File: src/rtl/mem_slot_pkg.sv
`timescale 1ns/1ps
package mem_slot_pkg;
   typedef enum logic [1:0] {
      SLOT_OK      = 2'd0,
      SLOT_LD_FULL = 2'd1,
      SLOT_ST_FULL = 2'd2
   } slot_status_e;

   localparam int NUM_QUEUES = 2;
   localparam int Q_LOAD     = 0;
   localparam int Q_STORE    = 1;
endpackage

File: src/rtl/slot_counter.sv
`timescale 1ns/1ps
module slot_counter #(
   parameter int CNT_W = 8
) (
   input  logic             clk,
   input  logic             rst_n,
   input  logic [CNT_W-1:0] cap,
   input  logic             take,
   input  logic             free,
   output logic             empty,
   output logic             full,
   output logic             underflow
);
   localparam logic [CNT_W-1:0] CNT_MAX  = '1;
   localparam logic [CNT_W-1:0] CNT_ZERO = '0;

   initial begin
      if (CNT_W < 2) $fatal(1, "slot_counter: CNT_W must be at least 2");
   end

   logic [CNT_W-1:0] used_q, used_d;
   logic             err_q, err_d;

   always_comb begin
      used_d = used_q;
      err_d  = err_q;
      unique case ({take, free})
         2'b10: if (used_q != CNT_MAX) used_d = used_q + 1'b1;
         2'b01: begin
            if (used_q == CNT_ZERO) err_d = 1'b1;
            else                    used_d = used_q - 1'b1;
         end
         default: ;
      endcase
   end

   always_ff @(posedge clk) begin
      if (!rst_n) begin
         used_q <= CNT_ZERO;
         err_q  <= 1'b0;
      end else begin
         used_q <= used_d;
         err_q  <= err_d;
      end
   end

   assign empty     = (used_q == CNT_ZERO);
   assign full      = (cap != CNT_ZERO) && (used_q == cap);
   assign underflow = err_q;

   assert_inc_R7: assert property (@(posedge clk) disable iff (!rst_n)
      (take && !free && used_q != CNT_MAX) |=> used_q == CNT_W'($past(used_q) + 1'b1));
   assert_dec_R7: assert property (@(posedge clk) disable iff (!rst_n)
      (free && !take && used_q != CNT_ZERO) |=> used_q == CNT_W'($past(used_q) - 1'b1));
   assert_hold_R8: assert property (@(posedge clk) disable iff (!rst_n)
      (take && free) |=> $stable(used_q));
   assert_uflow_R9: assert property (@(posedge clk) disable iff (!rst_n)
      (free && !take && empty) |=> (underflow && empty));
   assert_sticky_R9: assert property (@(posedge clk) disable iff (!rst_n)
      underflow |=> underflow);
   assert_sat_R11: assert property (@(posedge clk) disable iff (!rst_n)
      (take && !free && used_q == CNT_MAX) |=> used_q == CNT_MAX);
endmodule

File: src/rtl/slot_status_sel.sv
`timescale 1ns/1ps
module slot_status_sel
   import mem_slot_pkg::*;
#(
   parameter int NQ = NUM_QUEUES
) (
   input  logic [NQ-1:0] want,
   input  logic [NQ-1:0] full,
   output slot_status_e  status
);
   logic [NQ-1:0] blocked;
   assign blocked = want & full;

   always_comb begin
      status = SLOT_OK;
      for (int i = NQ - 1; i >= 0; i--) begin
         if (blocked[i]) status = slot_status_e'(i + 1);
      end
   end
endmodule

File: src/rtl/mem_slot_gate.sv
`timescale 1ns/1ps
module mem_slot_gate
   import mem_slot_pkg::*;
#(
   parameter int CNT_W = 8
) (
   input  logic             clk,
   input  logic             rst_n,
   input  logic [CNT_W-1:0] ld_cap,
   input  logic [CNT_W-1:0] st_cap,
   input  logic             q_rd,
   input  logic             q_wr,
   input  logic             ld_take,
   input  logic             st_take,
   input  logic             ld_free,
   input  logic             st_free,
   output logic [1:0]       status,
   output logic             ld_empty,
   output logic             ld_full,
   output logic             st_empty,
   output logic             st_full,
   output logic             ld_err,
   output logic             st_err
);
   localparam int NQ = NUM_QUEUES;

   logic [NQ-1:0][CNT_W-1:0] cap_a;
   logic [NQ-1:0]            take_a, free_a, want_a;
   logic [NQ-1:0]            empty_a, full_a, err_a;
   slot_status_e             status_e;

   assign cap_a[Q_LOAD]   = ld_cap;
   assign cap_a[Q_STORE]  = st_cap;
   assign take_a[Q_LOAD]  = ld_take;
   assign take_a[Q_STORE] = st_take;
   assign free_a[Q_LOAD]  = ld_free;
   assign free_a[Q_STORE] = st_free;
   assign want_a[Q_LOAD]  = q_rd;
   assign want_a[Q_STORE] = q_wr;

   for (genvar g = 0; g < NQ; g++) begin : g_queue
      slot_counter #(.CNT_W(CNT_W)) u_cnt (
         .clk       (clk),
         .rst_n     (rst_n),
         .cap       (cap_a[g]),
         .take      (take_a[g]),
         .free      (free_a[g]),
         .empty     (empty_a[g]),
         .full      (full_a[g]),
         .underflow (err_a[g])
      );
   end

   slot_status_sel #(.NQ(NQ)) u_sel (
      .want   (want_a),
      .full   (full_a),
      .status (status_e)
   );

   assign status   = status_e;
   assign ld_empty = empty_a[Q_LOAD];
   assign ld_full  = full_a[Q_LOAD];
   assign st_empty = empty_a[Q_STORE];
   assign st_full  = full_a[Q_STORE];
   assign ld_err   = err_a[Q_LOAD];
   assign st_err   = err_a[Q_STORE];

   assert_idle_R1: assert property (@(posedge clk) disable iff (!rst_n)
      (!q_rd && !q_wr) |-> status == 2'd0);
   assert_rd_R2: assert property (@(posedge clk) disable iff (!rst_n)
      (q_rd && !q_wr) |-> status == (ld_full ? 2'd1 : 2'd0));
   assert_wr_R3: assert property (@(posedge clk) disable iff (!rst_n)
      (q_wr && !q_rd) |-> status == (st_full ? 2'd2 : 2'd0));
   assert_prio_R4: assert property (@(posedge clk) disable iff (!rst_n)
      (q_rd && q_wr && ld_full) |-> status == 2'd1);
   assert_unbound_R5: assert property (@(posedge clk) disable iff (!rst_n)
      (ld_cap == '0) |-> !ld_full);
   assert_excl_R6: assert property (@(posedge clk) disable iff (!rst_n)
      (st_empty && st_cap != '0) |-> !st_full);
   assert_rst_R10: assert property (@(posedge clk)
      !rst_n |=> (ld_empty && st_empty && !ld_err && !st_err));
endmodule

File: config.mk
export PLATFORM = sky130hd
export DESIGN_NAME = mem_slot_gate
export DESIGN_NICKNAME = d
export VERILOG_FILES = /design/src/rtl/mem_slot_pkg.sv /design/src/rtl/slot_counter.sv /design/src/rtl/slot_status_sel.sv /design/src/rtl/mem_slot_gate.sv
export SDC_FILE = /design/constraint.sdc
export NUM_CORES = 1
export LEC_CHECK = 0
export BUFFER_PORTS_ARGS = -buffer_cell sky130_fd_sc_hd__buf_2
export CAP_MARGIN = 0
export CORE_ASPECT_RATIO = 1.1
export CORE_MARGIN = 2
export CORE_UTILIZATION = 25
export CTS_CLUSTER_DIAMETER = 80
export DETAILED_ROUTE_END_ITERATION = 12
export RECOVER_POWER = 50
export SETUP_SLACK_MARGIN = 0.1
export SYNTH_ARGS = -nofsm -noshare
export SYNTH_HDL_FRONTEND = slang
export SYNTH_HIERARCHICAL = 1
export SYNTH_SLANG_ARGS = --single-unit
File: constraint.sdc
create_clock -name clk -period 2 [get_ports clk]
set_input_delay 0.1 -clock clk [delete_from_list [all_inputs] [get_ports clk]]
set_output_delay 0.1 -clock clk [all_outputs]
set_load 0.03 [all_outputs]
-- Yosys cells after proc, flatten, opt, wreduce, memory -nomap -nowiden
Index checks and enable logic that the tools add are counted.
- register bits: 18
- logic and storage cells: 41
- output and inout port bits: 8
- input bits: 24
- reduce and logical (&&, ||, !) cells: 12
- equal/unequal tests: 12
- bitwise logic cells: 1
- add/subtract/negate cells: 4
- multiplexer cells: 8
- operators with widths (operator ; count):
    8-bit 2-to-1 mux ; 4
    8-bit one-hot mux with 2 select lines ; 2
    8-bit by 1-bit adder with 8-bit output, second input constant ; 2
    8-bit == test ; 2
    8-bit logical NOT ; 2
    8-bit inequality test, second input constant ; 2
    8-bit nonzero test ; 2
    8-bit by 1-bit subtractor with 8-bit output, second input constant ; 2
    3-bit AND reduction ; 2
    2-bit by 1-bit == test with 1-bit output, second input constant ; 2
    2-bit == test, second input constant ; 2
    2-bit 2-to-1 mux ; 2
    2-bit by 1-bit inequality test with 1-bit output, second input constant ; 2
    2-bit inequality test, second input constant ; 2
    2-bit AND reduction ; 2
    2-bit nonzero test ; 2
    2-bit AND ; 1
    1-bit logical AND ; 2

-- Longest topological paths before layout
Gate-level depths: netlist of run 1.
- depth after elaboration: 5
- mapped depth: 8
- mapped depth without buffers: 7

-- By module
Netlist of run 1, hierarchy kept.
- by module, submodules not included (module ; cells each ; sequential area each (um^2) ; instances ; area an instance (um^2)):
    slot_counter ; 99 ; 180.2 ; 2 ; 827.0
    slot_status_sel ; 3 ; 0.0 ; 1 ; 18.8

-- Worst setup path before layout of run 1
Ideal clock, no wire load.
- path kind: reg-to-output
- start point: reg g_queue[0].u_cnt.used_q[3]
- end point: out status[1]
- stages on the path, launching flop included: 7
- arrival: 2.018 ns
- required time: 1.900 ns
- slack: -0.118 ns
- buffers on the path: 1
- path through: dfxtp_1 -> clkbuf_1 -> xnor2_1 -> nand4_1 -> nor3_1 -> and2_4 -> nor2_2
- word-level cells in the longest chain between the ends: 4
- ends and longest elaborated chain (element ; RTL line ; text):
    start: declaration ; slot_counter.sv:21 ; logic [CNT_W-1:0] used_q, used_d;
    start signal: assignment ; slot_counter.sv:42 ; used_q <= used_d;
    8-bit == test ; slot_counter.sv:48 ; assign full = (cap != CNT_ZERO) && (used_q == cap);
    1-bit logical AND ; slot_counter.sv:48 ;
    net ld_full ; mem_slot_gate.sv:19 ; output logic ld_full,
    2-bit AND ; slot_status_sel.sv:12 ; assign blocked = want & full;
    2-bit 2-to-1 mux ; slot_status_sel.sv:17 ; if (blocked[i]) status = slot_status_e'(i + 1);
    end: declaration ; mem_slot_gate.sv:17 ; output logic [1:0] status,
The timed path passes the listed nets, and every way through them passes these cells.

-- Worst setup path after layout of run 1
- start point: reg g_queue[0].u_cnt.used_q[1]
- end point: reg g_queue[0].u_cnt.used_q[7]
- word-level cells in the longest chain between the ends: 3
- elaborated cells between the ends (all ways): 10
- classes of those cells: add/sub: 2; eq/ne: 3; mux: 3; reduce/logical: 2
- ends and longest elaborated chain (element ; RTL line ; text):
    8-bit by 1-bit subtractor with 8-bit output, or another cell as far along ; slot_counter.sv:31 ; else used_d = used_q - 1'b1;
    8-bit 2-to-1 mux, or another cell as far along ; slot_counter.sv:30 ; if (used_q == CNT_ZERO) err_d = 1'b1;
    8-bit one-hot mux with 2 select lines or 3-bit AND reduction (tied branches) ; - ;
Parallel ways exist; a longest one is shown, timed or not. The select of a mux whose other input is x is not followed.
A chain may end at the register's enable or synchronous reset.

==> flow_results.org, run 1 <==
** Outcome
- Result of the run :: complete, no violations

** Final layout
- Design Area, Final :: between 1500 and 2000 sq um
- ANT cells :: 0
- At the end of the flow, the number of nets in the layout was about 260.
- The count of cells in the finished layout, fillers not included, comes to roughly 310.
- Filler Cell Count :: 718
- Of the cells placed in the final design, the portion with a size suffix greater than 1 is 30.9%.
- Post-layout utilization of the core :: a little under 30%
- Signed area change from the synthesized netlist to the final layout :: 15.0%

** STA
- Tightest slew margin relative to the limit :: between 60% and 70%
- Minimum setup slack in the final design :: 200 ps
- Summed over all failing endpoints, the final setup total negative slack is 0 ps.
- Of the available clock period, the critical path in the final layout requires between 80% and 90%.
- Hold violation total from the final report :: 0
- For the pin with the worst max-slew slack, the measured transition is between 400 and 500 ps.
- Setup violations remaining at the end of the flow were counted as 0.
- Count of final max-slew check failures :: 0
- For this run, the top clock speed supported by timing is ~560 MHz.
- Clock period minus worst slack :: roughly 1800 ps
- Setup repair after global routing left no endpoint under its margin.
- Across all hold checks on the routed design, the worst slack comes to approximately 120 ps.
- Post-route clock skew :: between 4 and 5 ps

** Global routing
- Overall fraction of global-route tracks in use :: a little under an eighth
- For this run the aggregate overflow at the end of global routing stands at 0.
- Pin count of the biggest net entering global routing :: 27
- Number of antenna violations at the first check in global routing :: 0
- The via count of the first global-routing pass was roughly 1500.
- Wire length of the first global-routing pass :: about 6.8 mm

** Worst setup path
- In this run the critical register-to-register path is launched from g_queue[0].u_cnt/used_q[1].
- The setup check on the worst reg-to-reg path leaves a slack of ~200 ps.
- Signal arrival time at the worst endpoint :: 1990 ps
- Worst Setup End Kind :: flop
- In this run the worst setup path begins at g_queue[0].u_cnt/used_q[1].
- Maximum fanout count along the critical path :: 5
- Critical path data required time :: roughly 2200 ps
- The critical path is of the reg -> reg type.
- Worst flop-to-flop path endpoint :: g_queue[0].u_cnt/used_q[7]
- Kind of start point of the critical path :: flop
- Reg2reg path depth :: 4

** Drt
- The count of nets left with antenna violations once routing finished came out at 0.
- Via count :: roughly 1600
- The first detailed-routing pass took 6 iterations.
- Using the TritonRoute via totals, the vias-per-cell ratio works out to between 5 and 6.
- WL/cell :: 12.7 um
- For this block, the routed nets add up to slightly below 4 mm of wire.
- In the routed design, unresolved DRC markers number 0.
- DRC violation total after the first TritonRoute iteration :: 67

** Placement
- Timing analysis after detailed placement gives a worst setup slack of ~100 ps.
- Area after detailed placement :: 1840 sq um
- Final weighted congestion in routability-driven placement :: 0.768
- Instance count after placement with tap cells included :: roughly 310
- Count of buffers from port buffering :: 31
- DP Wirelength :: between 2 and 3 mm

** Clock tree
- The clock passes through at most 2 buffers.
- The number of clock buffers added by TritonCTS is 3.
- TritonCTS clock tree :: done
- Sink count of the clock tree :: 18
- The cell sitting at the root of the clock tree is a sky130_fd_sc_hd__clkbuf_8.
- In this run the number of H-tree levels came out at 1.
- After clock tree synthesis, the clock-pin slew on the worst setup and hold paths is about 80 ps.
- Clock latency reported for the late side of the worst-skew pair :: around 270 ps

** Synthesis
- Number of synthesized flops with an enable pin :: 0
- In this run the cell area of the synthesized design comes to roughly 1700 sq um.
- Sequential cells were found to cover a little over a fifth of the synthesized design area.
- Synthesis instantiated 40 different standard cells from the library.
- Number of synthesized register bits :: 18
- The top cell type by area accounts for 21.5% of the synthesized area.
- By area the synthesized netlist is led by sky130_fd_sc_hd__dfxtp_1 (22%), sky130_fd_sc_hd__xnor2_1 (8.4%), sky130_fd_sc_hd__mux2i_1 (7.2%).
- The number of nets handed over by synthesis was approximately 230.
- After technology mapping, the gate count stands at 201.
- The largest total area in the synthesized netlist belongs to sky130_fd_sc_hd__dfxtp_1.
- Primary flip-flop cell chosen by synthesis mapping :: sky130_fd_sc_hd__dfxtp_1
- Yosys warning total :: 6
- Synth async-reset ratio :: 0%
- Per-instance average area after synthesis :: roughly 8.3 sq um

** Floorplanning
- In this run the vertical extent of the chip is ~90 um.
- The initial utilization of the core area, before any placement, comes to between 20% and 30%.
- The floorplan step defined a die boundary enclosing around 7400 sq um.
- The die is 82.0 um wide.
- Number of placement rows :: 31
- Core area :: roughly 6500 sq um
- I/O Pins :: 32

** Pwr
- Total power for the finished layout comes to approximately 1.2 mW.
- The analysis attributes to cell leakage a power of roughly 0.75 nW.
- P per Cell Area :: just over 600 nW/um^2
- VDD IR max :: about 230 uV

** Min path
- The worst hold path belongs to the class in -> reg.
- For hold timing, the worst endpoint is g_queue[1].u_cnt/underflow.
- The worst hold path was traced through 3 stages.
- Worst Hold Launch :: st_free

** Run
- The tool flagged a number of max-cap violations equal to 0.
## Yosys cell counts, types with 4 or more instances
master and n:
sky130_fd_sc_hd__dfxtp_1 18, sky130_fd_sc_hd__xnor2_1 16, sky130_fd_sc_hd__and3_2 4, sky130_fd_sc_hd__nor4_1 6, sky130_fd_sc_hd__mux2i_1 12, sky130_fd_sc_hd__nand2_1 23, sky130_fd_sc_hd__nand4_1 12, sky130_fd_sc_hd__nand2b_1 6
sky130_fd_sc_hd__inv_1 8, sky130_fd_sc_hd__a22oi_1 10, sky130_fd_sc_hd__nor2_1 6, sky130_fd_sc_hd__a21oi_1 10, sky130_fd_sc_hd__or2b_1 4, sky130_fd_sc_hd__buf_6 8, sky130_fd_sc_hd__nor3_1 8, sky130_fd_sc_hd__or4_1 4
## cell type report
class / instances / area (sq um) / area share (%)
tap: 82 / 103 / 5.33
clock buffer: 4 / 55.1 / 2.86
sequential: 18 / 372 / 19.3
timing repair buffer: 43 / 248 / 12.9
inverter: 8 / 30.0 / 1.56
multi-input combinational: 157 / 1120 / 58.1
## placed cells by master (no fill, tap or decap), types with 3 or more instances in the layout
master                     instances
sky130_fd_sc_hd__inv_1             8
sky130_fd_sc_hd__nand2_1          23
sky130_fd_sc_hd__a22oi_1          10
sky130_fd_sc_hd__xnor2_1          14
sky130_fd_sc_hd__clkbuf_8          4
sky130_fd_sc_hd__mux2i_1          12
sky130_fd_sc_hd__nor4_1            6
sky130_fd_sc_hd__dfxtp_2           6
sky130_fd_sc_hd__buf_4            12
sky130_fd_sc_hd__dfxtp_1          11
sky130_fd_sc_hd__clkbuf_1          3
sky130_fd_sc_hd__buf_2            27
sky130_fd_sc_hd__or2b_1            4
sky130_fd_sc_hd__nand2b_1          6
sky130_fd_sc_hd__and3_2            4
sky130_fd_sc_hd__or4_1             4
sky130_fd_sc_hd__nor2_1            6
sky130_fd_sc_hd__nand4_1          12
sky130_fd_sc_hd__nor3_1            6
sky130_fd_sc_hd__a21oi_1          10
## cell families after synthesis
logic type	after synthesis	synth area share, %
and+or+nand+nor	93	32.2
muxes	12	7.18
buffers and inverters	26	13.0
AOI/OAI and AO/OA	34	16.2
DFF	18	21.5
adders and majority gates	2	1.50
xor gates and xnor gates	16	8.38
## registers in the layout, summed over array words and instances (netlist names)
name,flops
g_queue.u_cnt/underflow,2
g_queue.u_cnt/used_q,16
## worst max path at each step
stage                                 end  slack (ps)  cells after the start
2_1_floorplan                   status[1]         180                      6
3_5_place_dp   g_queue[0].u_cnt/used_q[6]         100                      7
3_3_place_gp   g_queue[0].u_cnt/used_q[6]         140                      7
4_1_cts                         status[1]         130                      7
6_report       g_queue[0].u_cnt/used_q[7]         200                      4
5_1_grt                          st_empty          70                      4
## what timing repair did
item	CTS	global route
setup endpoints to repair	0	4
hold buffers	0	0
resized for setup	0	15
setup buffers	0	1
## layer usage
| layer | share of wire (%) | vias to the layer above | track usage, % |
|---|---|---|---|
| met5 | 0 | - | 0 |
| met4 | 0.33 | 0 | 2.22 |
| met3 | 4.2 | 2 | 2.71 |
| met2 | 50 | 39 | 18.8 |
| met1 | 45 | 734 | 15.0 |
| li1 | - | 789 | - |
## power breakdown
part	switching, mW	internal [mW]	total (mW)
Sequential	0.0485	0.393	0.442
Clock	0.140	0.176	0.315
Combinational	0.235	0.197	0.432
## critical path: stages, from the launching register on
cell and delay, ps:
sky130_fd_sc_hd__dfxtp_1 350, sky130_fd_sc_hd__or4_4 550, sky130_fd_sc_hd__or4_1 400, sky130_fd_sc_hd__a22oi_1 200, sky130_fd_sc_hd__mux2i_1 220
Power figures use the tool's default switching activity.
==> run 2, diff against run 1 <==
- GPL_TIMING_DRIVEN: unset -> 0
==> flow_results.org, run 2 (same netlist as run 1, synthesis figures left out) <==
** Clock tree
- The maximum buffer depth of the clock tree came to 2 (unchanged).
- H-Tree Depth :: 1 (unchanged)
- The number of setup buffers added after CTS was 0 (unchanged).
- TritonCTS built the clock tree.
- Cts bufs inserted :: 3 (unchanged)
- The clock-pin slew on the worst setup and hold paths was 70 ps (about the same).
- The clock latency of the later-clocked register in the worst-skew pair came to 260 ps (about the same).
- Sink count of the clock tree :: 18 (unchanged)
- Hold_buf cts :: 0 (unchanged)
- Cell at the root of the clock tree :: sky130_fd_sc_hd__clkbuf_8

** STA
- Count of final max-slew check failures :: 0 (unchanged)
- Setup repair after global routing could not meet its margin everywhere.
- The headroom to the max-slew limit came to 51.3% (-19 points).
- Post-route clock skew :: 1.87 ps (-3.07 ps)
- The total setup violations reported at the end of the flow was 0 (unchanged).
- Hold violation total from the final report :: 0 (unchanged)
- Portion of the clock cycle consumed by the worst path in the final layout :: 92.6% (+2.6 points)
- Peak Freq :: 540 MHz (-2.8%)
- The sum of negative setup slack is 0 ps (unchanged).
- The time the worst path needs with I/O delays and setup was 1850 ps (+52.2 ps).
- The slew of the pin with the lowest slew margin was 729 ps (+280 ps).
- The worst setup slack after layout is 148 ps (-52.2 ps).

** Pwr
- The highest ir drop seen on vdd was 372 uV (+62%).
- P per Cell Area :: 585 nW/um^2 (-5.3%)
- Static Leak :: 0.774 nW (+2.9%)

** Worst setup path
- Among cell families on the critical path, the largest total delay comes from compound AO/OA/AOI/OAI gates.
- Combined buffer and inverter count along the critical path :: 1 (+1)
- Startpoint-to-endpoint class of the critical path :: reg -> reg
- STA classifies the critical path startpoint as a flop.
- Reg2reg setup slack :: 150 ps (-50 ps)
- Maximum fanout count along the critical path :: 10 (+5)
- Worst Setup End Kind :: flop
- Walking the worst path, the cells encountered are buf_2, nand2_1, o311ai_2, a22oi_1, mux2i_1.
- The slowest stage of the critical path is the sky130_fd_sc_hd__o311ai_2 cell.
- CP max stage delay :: 680 ps (+130 ps)
- Worst flop-to-flop path endpoint :: g_queue[0].u_cnt/used_q[3]
- The endpoint arrival time on the critical path is 2000 ps (about the same).
- The required time of the critical path is 2140 ps (-50 ps).
- The worst register-to-register path begins at g_queue[0].u_cnt/used_q[3].
- Reg2reg path depth :: 5 (+1)

** Global routing
- Number of antenna violations at the first check in global routing :: 0 (unchanged)
- Number of global-route vias before repair :: 1480 (+0.41%)
- Overall fraction of global-route tracks in use :: 10.9% (-0.49 points)
- The global-route wire length before repair was 6.51 mm (-4.2%).
- The aggregate global routing overflow is 0 (unchanged).
- Pin count of the biggest net entering global routing :: 11 (-59%)

** Final layout
- Most used cells in the layout excluding fill and tap cells :: sky130_fd_sc_hd__buf_2 (29), sky130_fd_sc_hd__nand2_1 (23), sky130_fd_sc_hd__dfxtp_1 (18)
- The core occupancy in the finished layout was 30.7% (+1.2 points).
- Signed area change from the synthesized netlist to the final layout :: 19.7%
- The share of layout cells above drive strength 1 came to 30.6% (-0.23 points).
- Total number of nets in the final design :: 263 (+2.3%)
- The number of flip-flops under the largest register name was 16 (unchanged).
- Leaving out fill and tap cells, the most frequent cell in the layout is sky130_fd_sc_hd__buf_2.
- Register with the highest flop count :: g_queue.u_cnt/used_q
- ANT cells :: 0 (unchanged)

** Outcome
- The flow ran to the end, and the final reports show no timing, DRC or antenna violations.

** Floorplanning
- DIE HEIGHT :: 89.8 um (unchanged)
- Number of placement rows :: 31 (unchanged)
- Initial cell density of the core :: 25.7% (unchanged)
- I/O Pins :: 32 (unchanged)
- Chip width :: 82.0 um (unchanged)
- Area of the die :: 7360 sq um (unchanged)
- Core area :: 6520 sq um (unchanged)

** Drt
- The first-pass detailed-route iteration total is 4 (-2).
- The antenna violation net count after detailed routing is 0 (unchanged).
- The total wirelength of the detailed-routed design is 3.96 mm (+0.13%).
- DRC violation total after the first TritonRoute iteration :: 82 (+22%)
- Detailed-route DRC error count :: 0 (unchanged)
- Vias per Instance :: 4.92 (-1.8%)
- The average routed wire per standard cell is 12.5 um (-1.5%).
- The number of vias in the routed layout came to 1560 (-0.26%).

** Run
- Number of max-capacitance violations reported :: 0 (unchanged)

** Min path
- For hold timing, the worst endpoint is g_queue[0].u_cnt/underflow.
- In this run the most critical hold path is launched from ld_free.
- Cell count of the worst hold path :: 3 (unchanged)
- The min-delay analysis places its worst path in the category in -> reg.

** Placement
- The setup slack after placement was -114 ps (-214 ps).
- Count of buffers from port buffering :: 31 (unchanged)
- Final weighted congestion in routability-driven placement :: 0.835 (+8.8%)
- The half-perimeter wire length after placement was 2.97 mm (+2.0%).
## run 2: cell types whose count changed in the layout (fill, tap and decap cells not counted), sizes merged
cell	before	now
clkbuf	7	9
buf	40	41
dlygate4sd1	0	2
## run 2: area by class of cell
| type | instances | area, sq um |
|---|---|---|
| Multi-Input combinational cell | 157 | 1120 |
| Timing Repair Buffer | 31 | 151 |
| Clock buffer | 3 | 41.3 |
| Inverter | 8 | 30.0 |
| Tap cell | 82 | 103 |
| Buffer | 18 | 194 |
| Fill cell | 718 | 4510 |
| Sequential cell | 18 | 360 |
## run 2: timing repair
item                                    in CTS  in global routing
hold endpoints to repair                     0                  0
resized for setup                            1                 10
endpoints found under the setup margin       2                 12
pin swaps                                    0                  5
## run 2: power by group
group | switching (mW) | internal, mW
clock | 0.131 | 0.134
combinational | 0.271 | 0.224
sequential | 0.0202 | 0.391
total | 0.422 | 0.749
## run 2: worst min-delay path: cells and delay by family
kind / cells / cell delay [ps]
buf+inv: 1 / 110
simple gates: 1 / 70
compound gates: 1 / 80
## run 2: worst max path at each step
stage	from	endpoint	cells after the start
after floorplan	g_queue[0].u_cnt/used_q[3]	status[1]	6
after global placement	st_take	g_queue[1].u_cnt/used_q[6]	8
after detailed placement	st_take	g_queue[1].u_cnt/used_q[6]	8
after CTS	g_queue[1].u_cnt/used_q[1]	g_queue[1].u_cnt/used_q[6]	5
after global routing	g_queue[0].u_cnt/used_q[3]	g_queue[0].u_cnt/used_q[3]	5
final	g_queue[0].u_cnt/used_q[3]	g_queue[0].u_cnt/used_q[3]	5
## run 2: stage by stage
step	hold WS [ps]	cells	cell area (sq um)	power [mW]
after floorplan	255	201	1680	0.789
after global placement	390	314	1940	0.900
after detailed placement	404	314	1940	0.905
after CTS	127	317	1980	1.17
after global routing	159	317	2000	1.25
final	131	317	2000	1.17
## run 2: routing by layer
| metal | GRT usage [%] | part of all wire, % |
|---|---|---|
| met5 | 0 | 0 |
| met4 | 1.39 | 0.53 |
| met3 | 3.01 | 4.3 |
| met2 | 19.2 | 49 |
| met1 | 13.3 | 46 |
==> run 3, diff against run 2 <==
- PLACE_DENSITY_LB_ADDON: unset -> 0.12
==> flow_results.org, run 3 (same netlist as run 1, synthesis figures left out) <==
** Drt
- Via count :: 1515 (-2.9%)
- Vias per Instance :: 4.78 (-2.9%)
- The DRC violation count after routing is 0 (unchanged).
- The first-pass detailed-route iteration total is 4 (unchanged).
- WL/cell :: 13.8 um (+10%)
- Final ANT Viol Nets :: 0 (unchanged)
- The total wirelength of the detailed-routed design came to 4.37 mm (+10%).
- The violation count after the first detailed-routing iteration is 55 (-33%).

** STA
- The final worst hold slack was 147 ps (+16.5 ps).
- The final number of max-transition violations came to 0 (unchanged).
- The total setup violations reported at the end of the flow was 0 (unchanged).
- The time the worst path needs with I/O delays and setup came to 1820 ps (-29.7 ps).
- The final number of hold-violating endpoints came to 0 (unchanged).
- The clock skew after layout was 12.4 ps (+10.6 ps).
- The slew of the pin with the lowest slew margin is 484 ps (-245 ps).
- The fraction of the cycle the final worst path needs was 91.1% (-1.5 points).
- The headroom to the max-slew limit was 67.7% (+16 points).
- Fin Setup TNS :: 0 ps (unchanged)
- The worst setup slack after layout came to 178 ps (+29.7 ps).
- The maximum clock frequency was 549 MHz (+1.6%).
- Setup repair after global routing missed its margin :: no

** Placement
- Final weighted congestion in routability-driven placement :: 0.732 (-12%)
- The setup slack after placement is -125 ps (-11.0 ps).
- DP Wirelength :: 3.27 mm (+9.8%)
- Count of buffers from port buffering :: 31 (unchanged)
- The number of cells after detailed placement came to 314 (unchanged).

** Pwr
- The switching portion of total power is 36.5% (+0.47 points).
- Total Power Consumption :: 1.19 mW (+1.3%)
- Static Leak :: 0.780 nW (+0.83%)
- The register share of total power is 34.6% (-0.5 points).
- The portion of total power attributed to the clock network came to 22.8% (+0.2 points).
- The switching power summed over all nets was 0.433 mW (+2.6%).
- The power density over cell area is 587 nW/um^2 (+0.39%).
- Part of the total power dissipated in combinational logic :: 42.7% (+0.4 points)
- The internal power consumption came to 0.753 mW (+0.53%).
- VDD IR max :: 229 uV (-38%)

** Floorplanning
- Number of placement rows :: 31 (unchanged)
- The initial cell density of the core was 25.7% (unchanged).
- Chip width :: 82.0 um (unchanged)
- The floorplan die area came to 7360 sq um (unchanged).
- The number of placed I/O pins came to 32 (unchanged).
- The height of the die came to 89.8 um (unchanged).
- Core area :: 6520 sq um (unchanged)

** Clock tree
- TritonCTS clock tree :: done
- The maximum buffer depth of the clock tree came to 2 (unchanged).
- Hold_buf cts :: 0 (unchanged)
- Cell at the root of the clock tree :: sky130_fd_sc_hd__clkbuf_8
- The clock latency of the later-clocked register in the worst-skew pair came to 260 ps (about the same).
- Clock-pin slew on the worst setup and hold paths :: 80 ps (about the same)
- H-Tree Depth :: 1 (unchanged)
- Sink count of the clock tree :: 18 (unchanged)
- The total CTS buffers came to 3 (unchanged).

** Final layout
- The footprint of the multi-input gates is 1140 sq um (+1.9%).
- Total number of nets in the final design :: 263 (unchanged)
- Largest register FFs :: 16 (unchanged)
- The count of inserted antenna diode cells came to 0 (unchanged).
- Most used cells in the layout excluding fill and tap cells :: sky130_fd_sc_hd__buf_2 (29), sky130_fd_sc_hd__nand2_1 (23), sky130_fd_sc_hd__dfxtp_1 (18)
- The post-layout instance count excluding filler cells is 317 (unchanged).
- The share of layout cells above drive strength 1 is 31.9% (+1.3 points).
- Ranked by flip-flop count, first place goes to g_queue.u_cnt/used_q.
- Filler Cell Count :: 726 (+1.1%)
- Compared with the post-synthesis result, the final layout area differs by 20.7%.
- Area taken by flip-flops and latches :: 360 sq um (unchanged)
- The library cell used most frequently in the layout, excluding fill and tap cells, is sky130_fd_sc_hd__buf_2.

** Worst setup path
- CP max stage cell :: sky130_fd_sc_hd__or4_4
- The critical path starts at g_queue[1].u_cnt/used_q[1].
- The worst register-to-register path begins at g_queue[1].u_cnt/used_q[1].
- In this design, the largest share of critical-path delay is due to simple AND/OR/NAND/NOR gates.
- The worst setup path is of the reg -> reg kind.
- Maximum fanout count along the critical path :: 9 (-1)
- CP max stage delay :: 510 ps (-170 ps)
- The endpoint arrival time on the critical path was 2020 ps (+20 ps).
- Kind of start point of the critical path :: flop
- The worst-case register-to-register setup slack is 180 ps (+30 ps).
- In this run the critical register-to-register path is captured at g_queue[1].u_cnt/used_q[7].
- Reg2reg path depth :: 5 (unchanged)
- Worst Setup End Kind :: flop
- The critical path ends at g_queue[1].u_cnt/used_q[7].
- The signal on the critical path passes through buf_6, or4_4, or4_1, a22oi_2, mux2i_1.
- The number of buffer and inverter stages on the critical path came to 1 (unchanged).
- The required time of the critical path was 2190 ps (+50 ps).
- Crit path depth :: 5 (unchanged)

** Global routing
- The global-route wire length before repair was 7.31 mm (+12%).
- The initial antenna violation count was 0 (unchanged).
- The maximum number of pins on one net before global-route repair came to 11 (unchanged).
- Overall fraction of global-route tracks in use :: 12.5% (+1.6 points)
- The aggregate global routing overflow came to 0 (unchanged).
- Number of global-route vias before repair :: 1491 (+0.74%)

** Run
- Number of max-capacitance violations reported :: 0 (unchanged)

** Min path
- The count of cells along the worst hold path came to 3 (unchanged).
- Min-Delay Path Class :: in -> reg

** Outcome
- The run finished with clean final reports.
[run 3: area by class of cell]
class                   count  area share, %
flip-flops and latches     18           17.8
clock buffers               3           2.04
repair buffers             31           7.50
inverters                   8           1.49
well taps                  82           5.08
plain buffers              18           9.42
multi-input cells         157           56.6
[run 3: repair_timing]
| item | CTS | global route |
|---|---|---|
| setup endpoints to repair | 2 | 9 |
| pin swaps | 0 | 4 |
| endpoints found under the hold margin | 0 | 0 |
| resized for setup | 2 | 10 |
| cloned | 0 | 0 |
| setup buffers | 0 | 0 |
[run 3: layer usage]
metal / track usage [%] / up-vias / part of all wire (%)
met1: 15.2 / 697 / 44
li1: - / 796 / -
met5: 0 / - / 0
met4: 1.67 / 0 / 0.39
met2: 22.6 / 20 / 53
met3: 2.71 / 2 / 2.6
[run 3: stage by stage]
step                cell area (sq um)  utilization, %
floorplan                        1680               -
global placement                 1940            29.8
detailed placement               1940            29.8
CTS                              1980            30.5
global route                     2020            31.0
finish                           2020            31.0
[run 3: worst min path at each step]
stage | from | end | slack, ps
global route | st_free | g_queue[1].u_cnt/underflow | 160
CTS | ld_free | g_queue[0].u_cnt/underflow | 140
global placement | st_free | g_queue[1].u_cnt/underflow | 400
finish | st_free | g_queue[1].u_cnt/underflow | 150
detailed placement | st_free | g_queue[1].u_cnt/underflow | 410
floorplan | rst_n | g_queue[0].u_cnt/used_q[5] | 250
[run 3: power groups by stage]
stage	Sequential, mW	Clock, mW	Combinational [mW]
after floorplan	0.425	0	0.364
after global placement	0.419	0	0.497
after detailed placement	0.419	0	0.496
after CTS	0.410	0.288	0.499
after global routing	0.414	0.298	0.563
final	0.410	0.270	0.506
[run 3: worst reg2reg max path: stages (launching register included)]
cell and delay (ps):
sky130_fd_sc_hd__dfxtp_1 310, sky130_fd_sc_hd__buf_6 130, sky130_fd_sc_hd__or4_4 510, sky130_fd_sc_hd__or4_1 430
sky130_fd_sc_hd__a22oi_2 170, sky130_fd_sc_hd__mux2i_1 200
